[src/rtl/lpstate_pkg.sv]
package lpstate_pkg;

  typedef enum logic [1:0] {
    PS_NORMAL    = 2'd0,
    PS_HALT      = 2'd1,
    PS_STOPGRANT = 2'd2,
    PS_SNOOP     = 2'd3
  } pstate_t;

  // Strobes from control to the event datapath
  typedef struct packed {
    logic present;  // clocks running: flags visible and ackable
    logic clear;    // functional reset: drop every latched flag
  } evtStb_t;

endpackage

[src/rtl/lpstate_sync.sv]
module lpstate_sync #(
  parameter int W = 1,
  parameter int STAGES = 2,
  parameter logic [W-1:0] RST_VAL = '0
) (
  input  logic         clk,
  input  logic         rstN,
  input  logic [W-1:0] d,
  output logic [W-1:0] q
);

  logic [W-1:0] stage [STAGES];

  always_ff @(posedge clk or negedge rstN) begin
    if (!rstN) stage[0] <= RST_VAL;
    else       stage[0] <= d;
  end

  for (genvar s = 1; s < STAGES; s++) begin : g_stage
    always_ff @(posedge clk or negedge rstN) begin
      if (!rstN) stage[s] <= RST_VAL;
      else       stage[s] <= stage[s-1];
    end
  end

  assign q = stage[STAGES-1];

endmodule

[src/rtl/lpstate_ctl.sv]
module lpstate_ctl
  import lpstate_pkg::*;
#(
  parameter int SYNC_STAGES = 2
) (
  input  logic    clk,
  input  logic    rstN,
  input  logic    stopClkN,
  input  logic    haltReq,
  input  logic    snoopStb,
  input  logic    snoopDone,
  input  logic    cpuReset,
  input  logic    anyPend,
  output pstate_t state,
  output evtStb_t stb,
  output logic    clkStopEn
);

  logic    stopClkNSync;
  logic    stopAct;
  logic    retHalt, retHaltNext;
  pstate_t stateNext;

  lpstate_sync #(.W(1), .STAGES(SYNC_STAGES), .RST_VAL(1'b1)) u_stopSync (
    .clk  (clk),
    .rstN (rstN),
    .d    (stopClkN),
    .q    (stopClkNSync)
  );

  assign stopAct = !stopClkNSync;

  always_comb begin
    stateNext   = state;
    retHaltNext = retHalt;
    case (state)
      PS_NORMAL: begin
        if (stopAct) begin
          stateNext   = PS_STOPGRANT;
          retHaltNext = 1'b0;
        end else if (!cpuReset && haltReq) begin
          stateNext = PS_HALT;
        end
      end
      PS_HALT: begin
        if (stopAct) begin
          stateNext   = PS_STOPGRANT;
          retHaltNext = !cpuReset;
        end else if (cpuReset || anyPend) begin
          stateNext = PS_NORMAL;
        end
      end
      PS_STOPGRANT: begin
        if (cpuReset) retHaltNext = 1'b0;
        if (!stopAct) begin
          stateNext = (retHalt && !cpuReset) ? PS_HALT : PS_NORMAL;
        end else if (snoopStb) begin
          stateNext = PS_SNOOP;
        end
      end
      PS_SNOOP: begin
        if (cpuReset) retHaltNext = 1'b0;
        if (snoopDone) stateNext = PS_STOPGRANT;
      end
      default: stateNext = PS_NORMAL;
    endcase
  end

  always_ff @(posedge clk or negedge rstN) begin
    if (!rstN) begin
      state   <= PS_NORMAL;
      retHalt <= 1'b0;
    end else begin
      state   <= stateNext;
      retHalt <= retHaltNext;
    end
  end

  assign stb.present = (state == PS_NORMAL) || (state == PS_HALT);
  assign stb.clear   = cpuReset;
  assign clkStopEn   = (state == PS_STOPGRANT);

  a_r2_halt_entry: assert property (@(posedge clk) disable iff (!rstN)
    (state == PS_NORMAL && haltReq && !stopAct && !cpuReset) |=> state == PS_HALT);

  a_r4_back_to_halt: assert property (@(posedge clk) disable iff (!rstN)
    (state == PS_STOPGRANT && !stopAct && retHalt && !cpuReset) |=> state == PS_HALT);

  a_r5_snoop_exit: assert property (@(posedge clk) disable iff (!rstN)
    (state == PS_SNOOP && snoopDone) |=> state == PS_STOPGRANT);

  a_r10_sg_kept: assert property (@(posedge clk) disable iff (!rstN)
    (state == PS_STOPGRANT && cpuReset && stopAct && !snoopStb) |=> state == PS_STOPGRANT);

  a_r6_stop_hides_events: assert property (@(posedge clk) disable iff (!rstN)
    clkStopEn |-> !stb.present);

endmodule

[src/rtl/lpstate_evt.sv]
module lpstate_evt
  import lpstate_pkg::*;
#(
  parameter int NUM_EVT = 5,
  parameter int SYNC_STAGES = 2
) (
  input  logic               clk,
  input  logic               rstN,
  input  logic [NUM_EVT-1:0] evtIn,
  input  logic [NUM_EVT-1:0] evtAck,
  input  evtStb_t            stb,
  output logic [NUM_EVT-1:0] evtPend,
  output logic               anyPend
);

  logic [NUM_EVT-1:0] evtSync;
  logic [NUM_EVT-1:0] latched;

  lpstate_sync #(.W(NUM_EVT), .STAGES(SYNC_STAGES), .RST_VAL('0)) u_evtSync (
    .clk  (clk),
    .rstN (rstN),
    .d    (evtIn),
    .q    (evtSync)
  );

  for (genvar i = 0; i < NUM_EVT; i++) begin : g_flag
    logic flag;
    always_ff @(posedge clk or negedge rstN) begin
      if (!rstN)                          flag <= 1'b0;
      else if (stb.clear)                 flag <= 1'b0;
      else if (evtSync[i])                flag <= 1'b1;
      else if (stb.present && evtAck[i])  flag <= 1'b0;
    end
    assign latched[i] = flag;
  end

  assign evtPend = latched & {NUM_EVT{stb.present}};
  assign anyPend = |latched;

  a_r7_held_while_stopped: assert property (@(posedge clk) disable iff (!rstN)
    (!stb.present && !stb.clear) |=> ((latched & $past(latched)) == $past(latched)));

  a_r10_clear_all: assert property (@(posedge clk) disable iff (!rstN)
    stb.clear |=> latched == '0);

endmodule

[src/rtl/lpstate_ctrl.sv]
module lpstate_ctrl
  import lpstate_pkg::*;
#(
  parameter int NUM_EVT = 5,
  parameter int SYNC_STAGES = 2
) (
  input  logic               clk,
  input  logic               rstN,
  input  logic               stopClkN,
  input  logic               haltReq,
  input  logic               snoopStb,
  input  logic               snoopDone,
  input  logic               cpuReset,
  input  logic [NUM_EVT-1:0] evtIn,
  input  logic [NUM_EVT-1:0] evtAck,
  output logic [1:0]         pstate,
  output logic               clkStopEn,
  output logic [NUM_EVT-1:0] evtPend
);

  pstate_t stateQ;
  evtStb_t stb;
  logic    anyPend;

  lpstate_ctl #(.SYNC_STAGES(SYNC_STAGES)) u_ctl (
    .clk       (clk),
    .rstN      (rstN),
    .stopClkN  (stopClkN),
    .haltReq   (haltReq),
    .snoopStb  (snoopStb),
    .snoopDone (snoopDone),
    .cpuReset  (cpuReset),
    .anyPend   (anyPend),
    .state     (stateQ),
    .stb       (stb),
    .clkStopEn (clkStopEn)
  );

  lpstate_evt #(.NUM_EVT(NUM_EVT), .SYNC_STAGES(SYNC_STAGES)) u_evt (
    .clk     (clk),
    .rstN    (rstN),
    .evtIn   (evtIn),
    .evtAck  (evtAck),
    .stb     (stb),
    .evtPend (evtPend),
    .anyPend (anyPend)
  );

  assign pstate = stateQ;

endmodule

[config.mk]
export PLATFORM = sky130hd
export DESIGN_NAME = lpstate_ctrl
export DESIGN_NICKNAME = d
export VERILOG_FILES = /design/src/rtl/lpstate_pkg.sv /design/src/rtl/lpstate_sync.sv /design/src/rtl/lpstate_ctl.sv /design/src/rtl/lpstate_evt.sv /design/src/rtl/lpstate_ctrl.sv
export SDC_FILE = /design/constraint.sdc
export NUM_CORES = 1
export LEC_CHECK = 0
export BUFFER_PORTS_ARGS = -buffer_cell sky130_fd_sc_hd__clkbuf_2
export CAP_MARGIN = 20
export CORE_AREA = 4 4 48 50
export CTS_BUF_LIST = sky130_fd_sc_hd__clkbuf_8
export CTS_CLUSTER_SIZE = 25
export DETAILED_ROUTE_END_ITERATION = 8
export DIE_AREA = 0 0 52 54
export HOLD_SLACK_MARGIN = 0.12
export PLACE_DENSITY = 0.7
export RECOVER_POWER = 25
export SLEW_MARGIN = 25
export SYNTH_ARGS = -nofsm -noshare
export SYNTH_HDL_FRONTEND = slang
export SYNTH_SLANG_ARGS = --single-unit
[constraint.sdc]
create_clock -name clk -period 0.99 [get_ports clk]
set_input_delay 0.1485 -clock clk [delete_from_list [all_inputs] [get_ports clk]]
set_output_delay 0.1485 -clock clk [all_outputs]
set_load 0.01 [all_outputs]
==> flow_metrics.tcl <==
set metrics [dict create \
    drtPass1Iterations 4 \
    fmax_mhz 852 \
    power.internal_uw 1360 \
    numCtsBuffers 3 \
    synth_seq_cells 20 \
    clkPwrFrac_pct 28.3 \
    layout-drive-gt1-share_pct 46.4 \
    dieArea_sq_mm 0.00281 \
    ys_types 16 \
    critPathBufInv 1 \
    drcViolationCount 0 \
    p_per_area_mw_per_mm2 1700 \
    crit_chain "nor2b_1 > clkbuf_2" \
    vdd.ir_drop.worst_mv 1.05 \
    grt_antenna_before_repair 0 \
    cts_buffer_depth 2 \
    synthArstFlopShare_pct 100 \
    yosys_most_used_dff "dfrtp_1" \
    grtUsageTotal_pct 12.8 \
    drv_cap 0 \
    postRouteWirelength_um 1550 \
    startpoint_type "register" \
    crit_slowest_cell "dfrtp_2" \
    yosysTopAreaCell "dfrtp_1" \
    total_power_uw 1820 \
    period_share_pct 118 \
    synthTopCellsByArea "dfrtp_1 (62%), dfstp_2 (7.2%), nand2b_1 (5.2%)" \
    rrSetupSlack_ns -0.17 \
    synth_warnings 0 \
    path_max_fanout 9 \
    synth_edf_count 0 \
    hold_slack_ns 0.177 \
    synth_top_area_share_pct 62.0 \
    area_growth_pct 47.3 \
    required_ns 0.84 \
    synth_common_cells "dfrtp_1 (18), nor2_1 (9), a21oi_1 (6), nand2b_1 (6), nor2b_1 (6)" \
    post_drt_via_cell_ratio 4.50 \
    synthCells 59 \
    critPathTopFamily "flip-flops" \
    die_y_um 54 \
    layout.nets 115 \
    combPwrFrac_pct 20.1 \
    grt_pass1_vias 592 \
    clock-root-buffer "clkbuf_8" \
    hold_viol 0 \
    syn_area_sq_um 727 \
    avgRoutedWirePerCell_um 12.5 \
    skew_ns 0.00667 \
    status "finished, violations left" \
    violations "negative setup slack" \
    gp_congestion 0.638 \
    die_x_um 52 \
    drtAntennaViolNets 0 \
    cts_sinks 20 \
    yosysMostFrequentCell "dfrtp_1" \
    initial_core_util_pct 38.2 \
    setup_viol 14 \
    relSlewSlack_pct 68.1 \
    p_seq_share_pct 51.6 \
    p_switching_uw 460 \
    worstSkewPairLatency_ns 0.25 \
    pin_count 25 \
    p_leak_uw 0.000531 \
    tritoncts "built" \
    grt_overflow_total 0 \
    slowest_delay_ns 0.47 \
    fin_ws_ns -0.183 \
    cts-htree-levels 1 \
    grt_max_degree 21 \
    yosysSeqAreaShare_pct 69.2 \
    port_buffers 24 \
    num_rows 16 \
    place_area_sq_um 863 \
    fin_util_pct 56.3 \
    grt_pass1_wl_um 2480 \
    holdCritPathClass "in -> reg" \
    fillerInstances 172 \
    worstMarginPinSlew_ns 0.479 \
    vias 558 \
    cp.arrival_ns 1.02 \
    fin_crit_ns 1.17 \
    drv_slew 0 \
    end_kind "output port" \
    place_hpwl_um 886 \
    criticalPathCategory "reg -> out" \
    core_area_sq_mm 0.00190 \
    drt_iter0_markers 8 \
    synth_area_per_cell_sq_um 12.3 \
    power.switching_fraction_pct 25.2 \
    fin_area_sq_mm 0.00107 \
    grt_setup_unrepaired "true" \
    synth_nets 76 \
    diodes 0 \
    clkTransAtPathRegs_ns 0.07 \
]
cell usage in the layout, fill, tap and decap left out:
master,netlist,final
clkbuf_2,0,19
a22oi_1,1,1
dfstp_2,2,2
a21oi_2,0,4
buf_6,1,1
a21o_1,1,1
dlygate4sd3_1,0,7
nor3_1,1,1
nor2_1,9,9
dfrtp_2,0,1
a221oi_2,0,1
nor3b_2,1,1
inv_1,0,1
nand2b_1,6,2
a41oi_1,1,1
buf_2,0,5
o21ai_1,1,1
nor2b_1,6,6
dfrtp_1,18,17
buf_4,1,4
a21oi_1,6,2
nand2_1,3,3
nand2b_4,0,4
clkbuf_8,0,3
worst paths after layout:
kind / from / endpoint / cells after the start
max: u_ctl.state[1] / evtPend[0] / 2
max reg2reg: u_ctl.state[1] / u_ctl.state[0] / 4
max in group asynchronous: rstN / u_ctl.u_stopSync.q / 2
min reg2reg: u_evt.u_evtSync.stage[6] / u_evt.u_evtSync.q[1] / 0
min in group asynchronous: rstN / u_evt.u_evtSync.stage[8] / 2
min: cpuReset / u_evt.g_flag[2].flag / 2
logic make-up (layout without fill, tap and decap cells):
family,Yosys count,in the layout,share of synthesized area [%]
AOI/OAI and AO/OA,11,11,9.30
buffers and inverters,2,40,2.58
DFF,20,20,69.2
and+or+nand+nor,26,26,18.9
timing repair:
action                     CTS  global route
hold endpoints to repair    24             0
hold buffers                 7             0
setup endpoints to repair   15            14
buffers inserted             5             0
gates resized for setup     10             6
power by group through the flow:
stage | clock [uW] | combinational [uW] | sequential [uW]
after global placement | 0 | 218 | 964
after CTS | 539 | 360 | 938
after floorplan | 0 | 138 | 951
after detailed placement | 0 | 225 | 968
after global routing | 563 | 403 | 950
final | 516 | 366 | 942
metrics by stage:
step	setup TNS [ns]	setup WS, ns	instances
after CTS	-1.64	-0.172	124
final	-1.67	-0.183	124
after global routing	-2.48	-0.246	124
after floorplan	-0.00203	-0.00148	59
after detailed placement	-0.162	-0.101	108
after global placement	-0.0388	-0.0222	108
area by class of cell:
type | instances | area [sq um] | area share (%)
multi-input cells | 37 | 256 | 23.9
repair buffers | 36 | 231 | 21.6
well taps | 27 | 33.8 | 3.15
flip-flops and latches | 20 | 504 | 47.1
clock inverters | 1 | 3.75 | 0.350
clock buffers | 3 | 41.3 | 3.86
sequential cells by signal, indices dropped and copies added (netlist names):
name                    flops
u_evt.g_flag.flag           5
u_evt.u_evtSync.q           5
u_evt.u_evtSync.stage       5
u_ctl.state                 2
u_ctl.retHalt               1
u_ctl.u_stopSync.q          1
u_ctl.u_stopSync.stage      1
per-layer routing:
layer	wire, um	track usage (%)	vias up
met2	814	23.6	17
met4	10	7.86	0
met5	0	0	-
li1	-	-	269
met1	650	13.2	270
met3	73	2.77	2
(Power assumes the default switching activity.)
